===== src/rtl/excl_monitor_pkg.sv =====
package excl_monitor_pkg;

    typedef enum logic {
        RS_EMPTY = 1'b0,
        RS_HELD  = 1'b1
    } resv_state_e;

endpackage


===== src/rtl/excl_monitor_resv.sv =====
module excl_monitor_resv
    import excl_monitor_pkg::*;
#(
    parameter int ADDR_W = 32
) (
    input  logic              clk,
    input  logic              rst,
    input  logic [ADDR_W-1:0] blk_mask,
    input  logic              ldx_valid,
    input  logic [ADDR_W-1:0] ldx_addr,
    input  logic              snoop_valid,
    input  logic [ADDR_W-1:0] snoop_addr,
    input  logic              clrex,
    input  logic              stx_valid,
    output logic              armed,
    output logic [ADDR_W-1:0] held_addr,
    output logic              snoop_hit
);

    resv_state_e state_q, state_d;
    logic [ADDR_W-1:0] addr_q;
    logic drop_evt;
    logic arm_evt;

    always_comb begin
        snoop_hit = snoop_valid && (state_q == RS_HELD)
                    && ((snoop_addr & blk_mask) == (addr_q & blk_mask));
        drop_evt  = clrex || snoop_hit || stx_valid;
        arm_evt   = ldx_valid && !drop_evt;
    end

    always_comb begin
        state_d = state_q;
        unique case (state_q)
            RS_EMPTY: begin
                if (arm_evt) state_d = RS_HELD;      // ARM
            end
            RS_HELD: begin
                if (drop_evt)     state_d = RS_EMPTY; // DROP
                else if (arm_evt) state_d = RS_HELD;  // ARM (re-target)
            end
            default: state_d = RS_EMPTY;
        endcase
    end

    always_ff @(posedge clk) begin
        if (rst) begin
            state_q <= RS_EMPTY;
        end else begin
            state_q <= state_d;
        end
    end

    always_ff @(posedge clk) begin
        if (rst) begin
            addr_q <= '0;
        end else if (arm_evt) begin
            addr_q <= ldx_addr;
        end
    end

    always_comb begin
        armed     = (state_q == RS_HELD);
        held_addr = addr_q;
    end

    AST_ARM_RECORDS: assert property (@(posedge clk) disable iff (rst)
        (ldx_valid && !clrex && !stx_valid && !snoop_valid)
        |=> (armed && held_addr == $past(ldx_addr)));

    AST_SNOOP_DROPS: assert property (@(posedge clk) disable iff (rst)
        snoop_hit |=> !armed);

    AST_CLREX_DROPS: assert property (@(posedge clk) disable iff (rst)
        clrex |=> !armed);

    AST_CLEAR_BEATS_LDX: assert property (@(posedge clk) disable iff (rst)
        (ldx_valid && (clrex || stx_valid))
        |=> (!armed && $stable(held_addr)));

endmodule


===== src/rtl/excl_monitor_judge.sv =====
module excl_monitor_judge #(
    parameter int ADDR_W = 32
) (
    input  logic              clk,
    input  logic              rst,
    input  logic [ADDR_W-1:0] blk_mask,
    input  logic              armed,
    input  logic [ADDR_W-1:0] held_addr,
    input  logic              snoop_hit,
    input  logic              stx_valid,
    input  logic [ADDR_W-1:0] stx_addr,
    input  logic              stx_swap,
    output logic              grant_now,
    output logic              fail_now,
    output logic              verdict_valid,
    output logic              verdict_pass
);

    logic addr_match;
    logic check_ok;
    logic valid_q, pass_q;

    always_comb begin
        addr_match = ((stx_addr & blk_mask) == (held_addr & blk_mask));
        check_ok   = armed && addr_match && !snoop_hit;
        grant_now  = stx_valid && (stx_swap || check_ok);
        fail_now   = stx_valid && !stx_swap && !check_ok;
    end

    always_ff @(posedge clk) begin
        if (rst) begin
            valid_q <= 1'b0;
            pass_q  <= 1'b0;
        end else begin
            valid_q <= stx_valid;
            pass_q  <= grant_now;
        end
    end

    always_comb begin
        verdict_valid = valid_q;
        verdict_pass  = pass_q;
    end

    AST_SWAP_GRANTED: assert property (@(posedge clk) disable iff (rst)
        (stx_valid && stx_swap) |=> (verdict_valid && verdict_pass));

    AST_UNARMED_FAILS: assert property (@(posedge clk) disable iff (rst)
        (stx_valid && !stx_swap && !armed) |=> (verdict_valid && !verdict_pass));

    AST_SNOOP_RACE_FAILS: assert property (@(posedge clk) disable iff (rst)
        (stx_valid && !stx_swap && snoop_hit) |=> !verdict_pass);

    AST_VERDICT_FOLLOWS_REQ: assert property (@(posedge clk) disable iff (rst)
        verdict_valid |-> $past(stx_valid));

    AST_PASS_NEEDS_VALID: assert property (@(posedge clk) disable iff (rst)
        verdict_pass |-> verdict_valid);

endmodule


===== src/rtl/excl_monitor_failctr.sv =====
module excl_monitor_failctr #(
    parameter int CNT_W       = 32,
    parameter int WARN_PERIOD = 100000
) (
    input  logic             clk,
    input  logic             rst,
    input  logic             grant_now,
    input  logic             fail_now,
    output logic [CNT_W-1:0] fail_count,
    output logic             livelock_warn
);

    localparam int PH_W = (WARN_PERIOD > 1) ? $clog2(WARN_PERIOD) : 1;
    localparam logic [PH_W-1:0] PH_LAST = PH_W'(WARN_PERIOD - 1);

    logic [CNT_W-1:0] count_q;
    logic [PH_W-1:0]  phase_q;
    logic             warn_q;

    always_ff @(posedge clk) begin
        if (rst) begin
            count_q <= '0;
            phase_q <= '0;
            warn_q  <= 1'b0;
        end else begin
            warn_q <= 1'b0;
            if (grant_now) begin
                count_q <= '0;
                phase_q <= '0;
            end else if (fail_now) begin
                count_q <= count_q + 1'b1;
                if (phase_q == PH_LAST) begin
                    phase_q <= '0;
                    warn_q  <= 1'b1;
                end else begin
                    phase_q <= phase_q + 1'b1;
                end
            end
        end
    end

    always_comb begin
        fail_count    = count_q;
        livelock_warn = warn_q;
    end

    AST_FAIL_INCREMENTS: assert property (@(posedge clk) disable iff (rst)
        fail_now |=> (fail_count == $past(fail_count) + 1'b1));

    AST_GRANT_ZEROES: assert property (@(posedge clk) disable iff (rst)
        grant_now |=> (fail_count == '0));

    AST_WARN_SINGLE: assert property (@(posedge clk) disable iff (rst)
        livelock_warn |=> !livelock_warn);

    AST_WARN_AFTER_FAIL: assert property (@(posedge clk) disable iff (rst)
        livelock_warn |-> $past(fail_now));

endmodule


===== src/rtl/excl_monitor.sv =====
module excl_monitor #(
    parameter int ADDR_W      = 32,
    parameter int CNT_W       = 32,
    parameter int WARN_PERIOD = 100000
) (
    input  logic              clk,
    input  logic              rst,
    input  logic [ADDR_W-1:0] blk_mask,
    input  logic              ldx_valid,
    input  logic [ADDR_W-1:0] ldx_addr,
    input  logic              snoop_valid,
    input  logic [ADDR_W-1:0] snoop_addr,
    input  logic              clrex,
    input  logic              stx_valid,
    input  logic [ADDR_W-1:0] stx_addr,
    input  logic              stx_swap,
    output logic              verdict_valid,
    output logic              verdict_pass,
    output logic              resv_armed,
    output logic [ADDR_W-1:0] resv_addr,
    output logic [CNT_W-1:0]  fail_count,
    output logic              livelock_warn
);

    logic snoop_hit;
    logic grant_now;
    logic fail_now;

    excl_monitor_resv #(.ADDR_W(ADDR_W)) u_resv (
        .clk         (clk),
        .rst         (rst),
        .blk_mask    (blk_mask),
        .ldx_valid   (ldx_valid),
        .ldx_addr    (ldx_addr),
        .snoop_valid (snoop_valid),
        .snoop_addr  (snoop_addr),
        .clrex       (clrex),
        .stx_valid   (stx_valid),
        .armed       (resv_armed),
        .held_addr   (resv_addr),
        .snoop_hit   (snoop_hit)
    );

    excl_monitor_judge #(.ADDR_W(ADDR_W)) u_judge (
        .clk           (clk),
        .rst           (rst),
        .blk_mask      (blk_mask),
        .armed         (resv_armed),
        .held_addr     (resv_addr),
        .snoop_hit     (snoop_hit),
        .stx_valid     (stx_valid),
        .stx_addr      (stx_addr),
        .stx_swap      (stx_swap),
        .grant_now     (grant_now),
        .fail_now      (fail_now),
        .verdict_valid (verdict_valid),
        .verdict_pass  (verdict_pass)
    );

    excl_monitor_failctr #(.CNT_W(CNT_W), .WARN_PERIOD(WARN_PERIOD)) u_ctr (
        .clk           (clk),
        .rst           (rst),
        .grant_now     (grant_now),
        .fail_now      (fail_now),
        .fail_count    (fail_count),
        .livelock_warn (livelock_warn)
    );

    AST_STX_DROPS_RESV: assert property (@(posedge clk) disable iff (rst)
        stx_valid |=> !resv_armed);

    AST_ONE_OUTCOME: assert property (@(posedge clk) disable iff (rst)
        $countones({grant_now, fail_now}) == (stx_valid ? 1 : 0));

endmodule


===== config.mk =====
export PLATFORM = sky130hd
export DESIGN_NAME = excl_monitor
export DESIGN_NICKNAME = d
export VERILOG_FILES = /design/src/rtl/excl_monitor_pkg.sv /design/src/rtl/excl_monitor_resv.sv /design/src/rtl/excl_monitor_judge.sv /design/src/rtl/excl_monitor_failctr.sv /design/src/rtl/excl_monitor.sv
export SDC_FILE = /design/constraint.sdc
export NUM_CORES = 1
export LEC_CHECK = 0
export BUFFER_PORTS_ARGS = -buffer_cell sky130_fd_sc_hd__buf_4
export CORE_MARGIN = 2
export CORE_UTILIZATION = 35
export DETAILED_ROUTE_END_ITERATION = 7
export SYNTH_ARGS = -nofsm -noshare
export SYNTH_HDL_FRONTEND = slang
export SYNTH_HIERARCHICAL = 1
export SYNTH_SLANG_ARGS = --single-unit

===== constraint.sdc =====
create_clock -name clk -period 5.05 [get_ports clk]
set_clock_uncertainty 0.1 [all_clocks]
set_input_delay 1.01 -clock clk [delete_from_list [all_inputs] [get_ports clk]]
set_output_delay 1.01 -clock clk [all_outputs]
set_load 0.01 [all_outputs]

* Yosys cells after proc, flatten, opt, wreduce, memory -nomap -nowiden *
Cells that the tools add are included.

cells by class
  add/subtract/negate cells = 2
  eq/ne operators = 3
  multiplexer cells = 5
  bitwise operators = 5
  reductions and logical operators = 17

operators with widths
  cell                   count
  $and 32x32->32         3
  $eq 32x32->1           2
  $add 32x1->32 const B  1
  $add 17x1->17 const B  1
  $eq 17x17->1 const B   1
  $mux 17                1
  $logic_and 1x1->1      8
  $logic_not 1->1        4
  $logic_or 1x1->1       3
  $mux 1                 3
  $reduce_or 3->1        1
  $not 1->1              2
  $pmux 1 s2             1
  $reduce_or 2->1        1

storage, ports and cells
  register bits after elaboration = 85
  input bits = 135
  output and inout port bits = 68
  word-level logic and storage cells = 39

* Depth between registers and ports, before layout *
Gate-level depths: netlist of the first run.

  word-level depth = 9
  gate-level depth with buffers = 16
  gate-level depth less buffers = 14

* Hierarchy *
The synthesis of the first run kept the hierarchy.

modules (own cells, without submodules)
  module                instances  cells each  area each (um^2)  seq. area each (um^2)
  excl_monitor_failctr  1          270         2,303.5           1,001.0
  excl_monitor_resv     1          201         1,928.1           660.6
  excl_monitor_judge    1          66          530.5             40.0

* Worst setup path after synthesis of the first run *
OpenSTA, ideal clock, no wires.

  path kind = input port to flip-flop
  from = input snoop_addr[19]
  to = register u_ctr.count_q[20], in the netlist u_ctr/fail_count[20]
  setup time = 70 ps
  arrival time = 3,859 ps
  data required time = 4,880 ps
  setup slack = 1,021 ps
  stages = 15
  buffers on the path = 1
  cell sequence = xor2_1 a22oi_1 nand4_1 nor4_2 and2_2 nand2b_1 a21oi_1 nand3_1 or4_4 o211a_1 nand4_4 or4_1 buf_2 or4_1 a21oi_1

between the ends
  elaborated cells on any way between the ends = 10
  those cells by class = eq/ne (1); bitwise (1); reduce/logical (8)

RTL lines
  item                  line                        source
  start, declared       excl_monitor.sv:12          input logic [ADDR_W-1:0] snoop_addr,
  $and 32x32->32        excl_monitor_resv.sv:27     && ((snoop_addr & blk_mask) == (addr_q & blk_mask));
  $eq 32x32->1          excl_monitor_resv.sv:27
  $logic_and 1x1->1     excl_monitor_resv.sv:27
  net snoop_hit         excl_monitor.sv:25          logic snoop_hit;
  $logic_not 1->1       excl_monitor_judge.sv:25    check_ok = armed && addr_match && !snoop_hit;
  $logic_and 1x1->1     excl_monitor_judge.sv:25
  $logic_not 1->1       excl_monitor_judge.sv:27    fail_now = stx_valid && !stx_swap && !check_ok;
  $logic_and 1x1->1     excl_monitor_judge.sv:27
  net fail_now          excl_monitor.sv:27          logic fail_now;
  end signal, assigned  excl_monitor_failctr.sv:31  count_q <= count_q + 1'b1;
  end, declared         excl_monitor_failctr.sv:16  logic [CNT_W-1:0] count_q;

The timed path passes the listed nets, and every way through them passes these cells.
A chain may end at the register's enable or synchronous reset.

* Worst setup path after layout of the first run *
  from = input snoop_addr[30]
  to = register u_ctr.count_q[20], in the netlist u_ctr/fail_count[20]

Same word-level chain as after synthesis.

==> flow_summary.ini, run 1 <==
[status]
status = complete, no violations

[worst_setup_path]
crit_path_max_fanout = 18
end_kind = register
critical_path_arrival_ns = 4.64
cp_slowest_stage_delay_ns = 0.80
cpMaxStageDelayCell = or4_1
path_buf_inv = 1
crit_family = simple AND/OR/NAND/NOR gates
cp.required_ns = 5.23
cp-start-kind = input port
path_cells = buf_4 -> xor2_1 -> a22oi_1 -> nand4_1 -> nor4_2 -> and2_2 -> nand2b_1 -> a21oi_1 -> nand3_1 -> or4_4 -> o211a_1 -> nand4_4 -> or4_1 -> or4_1 -> a21oi_1
crit_type = input port to register

[cts]
clock-sinks = 85
clockBufferDepth = 2
clk_pin_slew_worst_paths_ns = 0.07
holdBufCountCts = 0
htree_levels = 3
cts_tree = yes
insertion_delay_ns = 0.34
cts_resized = 0
cts_setup_buffers = 0
root_buffer = clkbuf_16
cts_buffers = 9

[cells_and_area]
drive_above_1_share_pct = 31.34
regArea_um2 = 1702
diodes = 0
nNetsFinal = 866
synthToLayoutAreaGrowth_pct = 41.62
multi_input_area_um2 = 2909
fillCellCount = 1296

[sta]
tns_ns = 0
finalCritPeriodShare_pct = 88.32
rsz0062_at_grt = false
finalSetupViolCount = 0
slew_violations = 0
max-slew-margin-rel_pct = 60.16
holdWs_ns = 0.3937
finalHoldViolations = 0
worst_pin_slew_ns = 0.5976
layout_min_cycle_time_ns = 4.460
max_freq_mhz = 224.2

[logic_synthesis]
postSynthNetCount = 674
synthTopCellsByCount = dfxtp_1, xor2_1, nand2b_1, mux2i_1
avgSynthCellArea_um2 = 8.868
synth_area_leaders = dfxtp_1, xor2_1, nand2b_1
yosysWarnings = 6
synth-edff-count = 0
synth_cell_type_count = 38
ys_seq_area_share_pct = 35.73
synth-async-reset-ratio_pct = 0
yosysMostFrequentCell = dfxtp_1
synth_seq_cells = 85
synth-main-ff-cell = dfxtp_1
netlist.area_leader.share_pct = 35.73
yosysTopAreaCell = dfxtp_1
netlist_instances = 537
netlist_area_um2 = 4762

[routing]
wirelength_mm = 16.05
vias = 4696
avgViaCountPerCell = 5.160
dr.pass1.iters = 5
routedWlPerCell_um = 17.64
ant_nets = 0
drcViolationCount = 0
drt-initial-drc-count = 218

[place]
hpwl_mm = 12.67
gp_congestion = 0.8871
io_buffer_count = 202

[floorplan]
ios = 203
rows = 42
fp.dieH_um = 120.6
die-area_um2 = 14560
die_x_um = 120.6
initial_utilization_pct = 35.96
core_um2 = 13240

[grt]
grt_max_degree = 68
grt_pass1_wl_mm = 24.64
grt_overflow_total = 0
grt_pass1_vias = 4553
track_usage_pct = 21.73
antenna_found_initial = 0

[pwr]
p_per_area_nw_per_um2 = 246.8
peakVddDrop_uv = 133.4
power_leakage_nw = 2.864

[worst_hold_path]
hold_path.class = register to register

[flow_run]
maxCapViolCount = 0
==> per-stage QoR <==
step	util, %	total power [mW]	cells	instance area (µm²)	setup WS (ns)
finish	50.93	1.665	910	6744	0.5898
global route	50.93	1.736	910	6744	0.3187
CTS	50.93	1.686	910	6744	0.6002
detailed placement	48.41	0.9461	894	6411	0.2383
global placement	48.41	0.9423	894	6411	0.3072
floorplan	-	0.8067	537	4762	1.021
==> area by class of cell <==
class,instances,share of cell area (%)
Clock inverter,6,1.391
Multi-Input combinational cell,418,43.14
Tap cell,176,3.265
Clock buffer,10,3.544
Sequential cell,85,25.23
Inverter,9,0.5009
Timing Repair Buffer,206,22.93
==> power by group <==
group / switching, mW / internal (mW) / leakage [nW]
Sequential: 0.0175 / 0.682 / 0.688
Combinational: 0.0997 / 0.132 / 2.02
Clock: 0.282 / 0.451 / 0.160
Total: 0.400 / 1.26 / 2.86
==> cell usage in the layout (no fill, tap or decap), types with 2 or more instances in the layout <==
cell	Yosys	final
or2_2	2	2
or2b_1	3	3
or4_1	17	17
nand4_1	18	18
nand3_1	14	14
nor2_1	29	29
and3_1	6	6
nand2_1	26	26
xnor2_1	14	14
a22oi_1	29	29
nor4_1	5	5
mux2i_1	34	34
and4_1	4	4
or3_1	12	12
o31ai_1	13	13
bufinv_16	0	2
nand2b_1	62	62
a21oi_1	25	25
o21ai_0	12	12
clkbuf_16	0	9
dfxtp_1	85	85
inv_1	9	9
xor2_1	74	74
nor3_1	6	6
ha_1	2	2
buf_4	1	206
inv_6	0	2
==> routing by layer <==
layer | GRT usage (%) | vias to the layer above | part of all wire, %
met5 | 0 | - | 0
met4 | 7.776 | 0 | 2.3
met3 | 5.472 | 22 | 7.8
met2 | 38.31 | 172 | 50
met1 | 25.41 | 2219 | 40
li1 | - | 2283 | -
==> cells by family after synthesis <==
logic type	count (synthesis)	synth area share [%]
adders and majority gates	2	0.5254
xor gates and xnor gates	88	16.18
buffers and inverters	34	3.337
muxes	34	7.147
and+or+nand+nor	211	25.80
AOI/OAI and AO/OA	83	11.27
DFF	85	35.73
==> worst paths after layout <==
| check | slack, ns | from | depth (start not counted) | endpoint |
|---|---|---|---|---|
| hold / removal | 0.39 | u_ctr/phase_q[16] | 2 | u_ctr/phase_q[16] |
| hold reg to reg | 0.39 | u_ctr/phase_q[16] | 2 | u_ctr/phase_q[16] |
| setup / recovery | 0.59 | snoop_addr[30] | 15 | u_ctr/fail_count[20] |
| setup reg to reg | 0.95 | u_resv/held_addr[14] | 14 | u_ctr/fail_count[20] |
==> worst register-to-register path: stages, from the launching register on <==
cell and delay [ns]:
dfxtp_1 0.46, xor2_1 0.11, a22oi_1 0.26, nand4_1 0.14, nor4_2 0.45, and2_2 0.23, nand2b_1 0.10, a21oi_1 0.04
nand3_1 0.08, or4_4 0.14, o211a_1 0.22, nand4_4 0.15, or4_1 0.80, or4_1 0.58, a21oi_1 0.16
==> sequential cells by signal, indices dropped and copies added, names as in the netlist <==
name and count:
u_judge/verdict_valid 1, u_resv/armed 1, u_ctr/phase_q 17, u_judge/verdict_pass 1, u_resv/held_addr 32, u_ctr/livelock_warn 1
u_ctr/fail_count 32
(Power assumes the default switching activity.)
==> run 2, diff against run 1 <==
--- a/config.mk
+++ b/config.mk
@@ -11,5 +11,4 @@
 export DETAILED_ROUTE_END_ITERATION = 7
 export SYNTH_ARGS = -nofsm -noshare
 export SYNTH_HDL_FRONTEND = slang
-export SYNTH_HIERARCHICAL = 1
 export SYNTH_SLANG_ARGS = --single-unit
==> run 2 against run 1 <==
Compared with the run above: setup slack better by 1.1 ns; combinational power increased by 21%; utilization shrank 2.2 points; power decreased by 2.5%; clock power fell by 12%; wire length increased by 33%; critical path depth is 6 lower; clock-buffer cell count is 1 higher; global-route usage grew 3.9 points; synthesized cell count increased by 25%; register-to-register slack gained 0.94 ns; critical endpoint is now u_resv.held_addr[28]; via count rose by 31%.
==> flow_summary.ini, run 2 <==
[status]
status = complete, no violations

[cells_and_area]
nNetsFinal = 1000
multi_input_area_um2 = 3486
synthToLayoutAreaGrowth_pct = 36.83
drive_above_1_share_pct = 27.07
diodes = 0
instances_no_fill = 1056
fin_util_pct = 48.77
mostFrequentLayoutCells = buf_4, dfxtp_1, nand3b_1
fillCellCount = 1455
final_common_cell = buf_4
regArea_um2 = 1702

[place]
gp_congestion = 0.9525
hpwl_mm = 16.51
io_buffer_count = 202
dp.cells = 1040

[worst_setup_path]
cp.required_ns = 5.17
cp-startpoint = blk_mask[29]
end_kind = register
crit_path_frequent_cell = buf_4
cpMaxStageDelayCell = or4_1
path_cells = buf_4 -> nand3b_1 -> o2111ai_1 -> or4_1 -> nor4_1 -> a311oi_4 -> buf_4 -> mux2i_1 -> nor2_1
cp-start-kind = input port
crit_path_max_fanout = 22
critical_path_arrival_ns = 3.52
cp_slowest_stage_delay_ns = 0.54
rr_startpoint = u_resv.held_addr[29]
crit_type = input port to register

[grt]
grt_max_degree = 61
grt_overflow_total = 0
grt_pass1_wl_mm = 32.40
grt_use_met3_pct = 4.382
antenna_found_initial = 0
top_usage_layer = met2
use_met1_pct = 35.18
met2_usage_pct = 40.49
grt_pass1_vias = 5852
track_usage_pct = 25.62

[sta]
slew_violations = 0
rsz0062_at_grt = false
finalHoldViolations = 0
layout_min_cycle_time_ns = 3.404
tns_ns = 0
finalSetupViolCount = 0
worst_pin_slew_ns = 1.164
max_freq_mhz = 293.8
finalCritPeriodShare_pct = 67.41
max-slew-margin-rel_pct = 22.13

[cts]
clk_pin_slew_worst_paths_ns = 0.07
htree_levels = 3
clock-sinks = 85
holdBufCountCts = 0
cts_tree = yes
root_buffer = clkbuf_16
cts_buffers = 9
clockBufferDepth = 2
cts_resized = 0
insertion_delay_ns = 0.35
cts_setup_buffers = 0

[logic_synthesis]
synth_area_leaders = dfxtp_1, nand3b_1, mux2i_1
synth-async-reset-ratio_pct = 0
yosysTopAreaCell = dfxtp_1
yosysMostFrequentCell = dfxtp_1
postSynthNetCount = 807
yosysWarnings = 0
netlist_area_um2 = 5398
synth_seq_cells = 85
synth_cell_type_count = 53
synthTopCellsByCount = dfxtp_1, nand3b_1, nor2_1, nand2_1, nand4_1
netlist.area_leader.share_pct = 31.53
synth-main-ff-cell = dfxtp_1
avgSynthCellArea_um2 = 8.056
netlist_instances = 670
synth-edff-count = 0
ys_seq_area_share_pct = 31.53

[pwr]
p_per_area_nw_per_um2 = 219.8
power_leakage_nw = 2.940
peakVddDrop_uv = 153.7

[routing]
vias = 6143
dr.pass1.iters = 8
ant_nets = 0
routedWlPerCell_um = 20.15
avgViaCountPerCell = 5.817
drt-initial-drc-count = 549
wirelength_mm = 21.27
drcViolationCount = 0

[floorplan]
initial_utilization_pct = 35.64
die-area_um2 = 16430
die_x_um = 128.2
rows = 45
fp.dieH_um = 128.2
ios = 203
core_um2 = 15150

[worst_hold_path]
hold_path.class = register to register
hp-start = u_ctr.phase_q[1]

[flow_run]
maxCapViolCount = 0
[run 2: per-stage QoR]
| stage | total power, mW | cell area, µm² | hold slack (ns) | worst slack [ns] |
|---|---|---|---|---|
| global placement | 0.9863 | 7108 | 0.3584 | 1.383 |
| detailed placement | 0.9894 | 7108 | 0.3739 | 1.311 |
| global route | 1.690 | 7386 | 0.4179 | 1.419 |
| CTS | 1.634 | 7386 | 0.3832 | 1.676 |
| finish | 1.624 | 7386 | 0.3753 | 1.646 |
| floorplan | 0.8301 | 5398 | 0.3443 | 1.886 |
[run 2: worst paths after layout]
path | end | depth (start not counted) | slack (ns)
worst max-delay path | u_resv.held_addr[28] | 9 | 1.65
worst min-delay path | u_ctr.phase_q[1] | 2 | 0.38
worst max register to register | u_resv.held_addr[28] | 8 | 1.89
worst min register to register | u_ctr.phase_q[1] | 2 | 0.38
[run 2: report_power, final]
| group | switching, mW | leakage (nW) | internal (mW) |
|---|---|---|---|
| logic | 0.142 | 2.11 | 0.138 |
| clock network | 0.295 | 0.141 | 0.349 |
| registers | 0.0176 | 0.688 | 0.681 |
| total | 0.455 | 2.94 | 1.17 |
[run 2: cells by family after synthesis]
| group | share of synthesized area (%) |
|---|---|
| AO/OA/AOI/OAI | 16.23 |
| adder cells (fa/ha/maj) | 0.4635 |
| XOR/XNOR | 5.030 |
| multiplexers | 6.305 |
| AND/OR/NAND/NOR | 36.23 |
| buffers and inverters | 4.219 |
| flip-flops | 31.53 |
[run 2: per-layer routing]
layer  wire [µm]  up-vias
li1            -     2938
met1        9752     2938
met2        9866      240
met3        1175       27
met4         480        0
met5           0        -
[run 2: critical path, delay by kind of cell]
| family | cells | cell delay [ns] |
|---|---|---|
| simple gates | 4 | 1.20 |
| mux | 1 | 0.21 |
| buf+inv | 2 | 0.52 |
| compound gates | 2 | 0.56 |
[run 2: layout make-up]
| type | count | area share (%) |
|---|---|---|
| Tap cell | 188 | 3.185 |
| Clock inverter | 5 | 0.4743 |
| Sequential cell | 85 | 23.04 |
| Multi-Input combinational cell | 528 | 47.20 |
| Clock buffer | 11 | 3.286 |
| Timing Repair Buffer | 210 | 21.35 |
| Inverter | 29 | 1.474 |
==> run 3, diff against run 2 <==
--- a/config.mk
+++ b/config.mk
@@ -5,6 +5,7 @@
 export SDC_FILE = /design/constraint.sdc
 export NUM_CORES = 1
 export LEC_CHECK = 0
+export ABC_AREA = 1
 export BUFFER_PORTS_ARGS = -buffer_cell sky130_fd_sc_hd__buf_4
 export CORE_MARGIN = 2
 export CORE_UTILIZATION = 35
==> constraint.sdc (replaced) <==
create_clock -name clk -period 3 [get_ports clk]
set_clock_uncertainty 0.1 [all_clocks]
set_input_delay 0.6 -clock clk [delete_from_list [all_inputs] [get_ports clk]]
set_output_delay 0.6 -clock clk [all_outputs]
set_load 0.01 [all_outputs]
==> run 3 against run 2 <==
Compared with the run above: design area grew 8.4%; power is 81% higher; sequential cell count stayed put; largest cell class unchanged; cell count rose by 35%; via count grew 17%; critical path depth grew 5; wire length grew 2.2%; die area increased by 10%; non-clock buffer count grew 4; global-route usage fell by 1.7 points.
==> flow_summary.ini, run 3 <==
[cells_and_area]
diodes = 0
fillCellCount = 1791
final_common_cell = nand2_1
regArea_um2 = 1702
drive_above_1_share_pct = 21.49
synthToLayoutAreaGrowth_pct = 34.38
nNetsFinal = 1337
mostFrequentLayoutCells = nand2_1, buf_4, nor2_1
fin_area_um2 = 8006
fin_util_pct = 48.28
multi_input_area_um2 = 3660

[worst_setup_path]
crit_path_frequent_cell = nand2_1
cp-start-kind = register
crit_family = simple AND/OR/NAND/NOR gates
cp.required_ns = 3.12
cp-startpoint = u_resv.held_addr[3]
path_cells = inv_1 -> nand3_1 -> nand2_1 -> nor2_1 -> nand2_1 -> nor2_1 -> nand3_1 -> nor2_1 -> nand2_4 -> nand2_1 -> nand2_1 -> nand2_2 -> buf_4 -> a21oi_1
crit_type = register to register
cpMaxStageDelayCell = dfxtp_1
path_buf_inv = 2
rr_startpoint = u_resv.held_addr[3]
critical_path_arrival_ns = 2.46
cp_slowest_stage_delay_ns = 0.37
r2r_slack_ns = 0.66
crit_path_max_fanout = 32
end_kind = register

[logic_synthesis]
synth_seq_cells = 85
netlist_instances = 1012
synthTopCellsByCount = nand2_1, nor2_1, nand3_1, inv_1, dfxtp_1
netlist_area_um2 = 5958
synth-compound-area-share_pct = 5.082
synth-main-ff-cell = dfxtp_1
netlist.area_leader.share_pct = 28.56
synthAdderAreaFrac_pct = 0.4200
yosysWarnings = 0
synthMuxAreaShare_pct = 0
synth-simple-area-share_pct = 51.87
ys_seq_area_share_pct = 28.56
synth_top_family_by_area = simple AND/OR/NAND/NOR gates
yosysTopAreaCell = dfxtp_1
synth-async-reset-ratio_pct = 0
synth_cell_type_count = 31
synth-edff-count = 0
yosysMostFrequentCell = nand2_1
synth_area_leaders = dfxtp_1, nand2_1, nor2_1
postSynthNetCount = 1149
synthXorXnorAreaFrac_pct = 3.969
avgSynthCellArea_um2 = 5.888

[sta]
setup_ws_ns = 0.6617
slew_violations = 0
finalHoldViolations = 0
max-slew-margin-rel_pct = 63.18
worst_pin_slew_ns = 0.5481
max_freq_mhz = 427.7
rsz0062_at_grt = false
finalCritPeriodShare_pct = 77.94
layout_min_cycle_time_ns = 2.338
tns_ns = 0
finalSetupViolCount = 0

[routing]
drt-initial-drc-count = 430
avgViaCountPerCell = 5.060
vias = 7211
drcViolationCount = 0
dr.pass1.iters = 5
routedWlPerCell_um = 15.26
ant_nets = 0
wirelength_mm = 21.75

[cts]
clock-sinks = 85
cts_tree = yes
clockBufferDepth = 2
holdBufCountCts = 0
cts_resized = 0
insertion_delay_ns = 0.35
root_buffer = clkbuf_16
htree_levels = 3
cts_buffers = 9
clk_pin_slew_worst_paths_ns = 0.07
cts_setup_buffers = 0

[flow_run]
maxCapViolCount = 0

[floorplan]
rows = 47
initial_utilization_pct = 35.93
ios = 203
core_um2 = 16580
fp.dieH_um = 134.5
die_x_um = 134.5
die-area_um2 = 18080

[pwr]
p_per_area_nw_per_um2 = 367.6
finalPower_mw = 2.943
power_leakage_nw = 3.860
peakVddDrop_uv = 284.7

[grt]
grt_overflow_total = 0
track_usage_pct = 23.90
grt_max_degree = 47
grt_pass1_wl_mm = 34.45
grt_pass1_vias = 6574
antenna_found_initial = 0

[place]
pre_cts_slack_ns = 0.4050
gp_congestion = 0.9374
placed_area_um2 = 7692
hpwl_mm = 16.72
io_buffer_count = 202

[worst_hold_path]
hold_path.class = input port to register
hp-start = rst

[status]
status = complete, no violations
## run 3: cell types whose count changed after synthesis, moves of 34 or more
| cell | delta |
|---|---|
| mux2i_1 | -34 |
| nand3b_1 | -51 |
| nand2_1 | +212 |
| nor2_1 | +105 |
| nand3_1 | +90 |
| inv_1 | +67 |
## run 3: cells by family after synthesis
group                      Yosys count
xor gates and xnor gates            27
adders and majority gates            2
buffers and inverters              150
AOI/OAI and AO/OA                   58
and+or+nand+nor                    690
DFF                                 85
## run 3: stage by stage
stage / hold slack [ns] / std cells
after floorplan: 0.3532 / 1012
after global placement: 0.3658 / 1409
after detailed placement: 0.3736 / 1409
after CTS: 0.3433 / 1425
after global routing: 0.3455 / 1425
final: 0.3465 / 1425
## run 3: cell type report
| class | count | area share (%) |
|---|---|---|
| clock inverters | 6 | 0.9376 |
| inverters | 113 | 5.298 |
| flip-flops and latches | 85 | 21.25 |
| multi-input cells | 777 | 45.71 |
| repair buffers | 214 | 20.38 |
| clock buffers | 10 | 2.985 |
| well taps | 220 | 3.438 |
## run 3: final timing paths
path | end | cells after the start
setup reg to reg | u_ctr.phase_q[13] | 14
hold reg to reg | u_ctr.phase_q[16] | 2
setup / recovery | u_ctr.phase_q[13] | 14
hold / removal | u_judge.verdict_pass | 2
## run 3: power breakdown
group | leakage [nW] | switching [mW] | total, mW | internal [mW]
logic | 3.02 | 0.291 | 0.538 | 0.246
registers | 0.690 | 0.0286 | 1.18 | 1.16
clock network | 0.152 | 0.537 | 1.22 | 0.684
total | 3.86 | 0.857 | 2.94 | 2.09
## run 3: metal layers
metal  wire length, µm  GRT usage [%]
met2              9746          38.72
met5                 0              0
met3              1324          3.716
met1             10010          31.96
met4               666          9.415
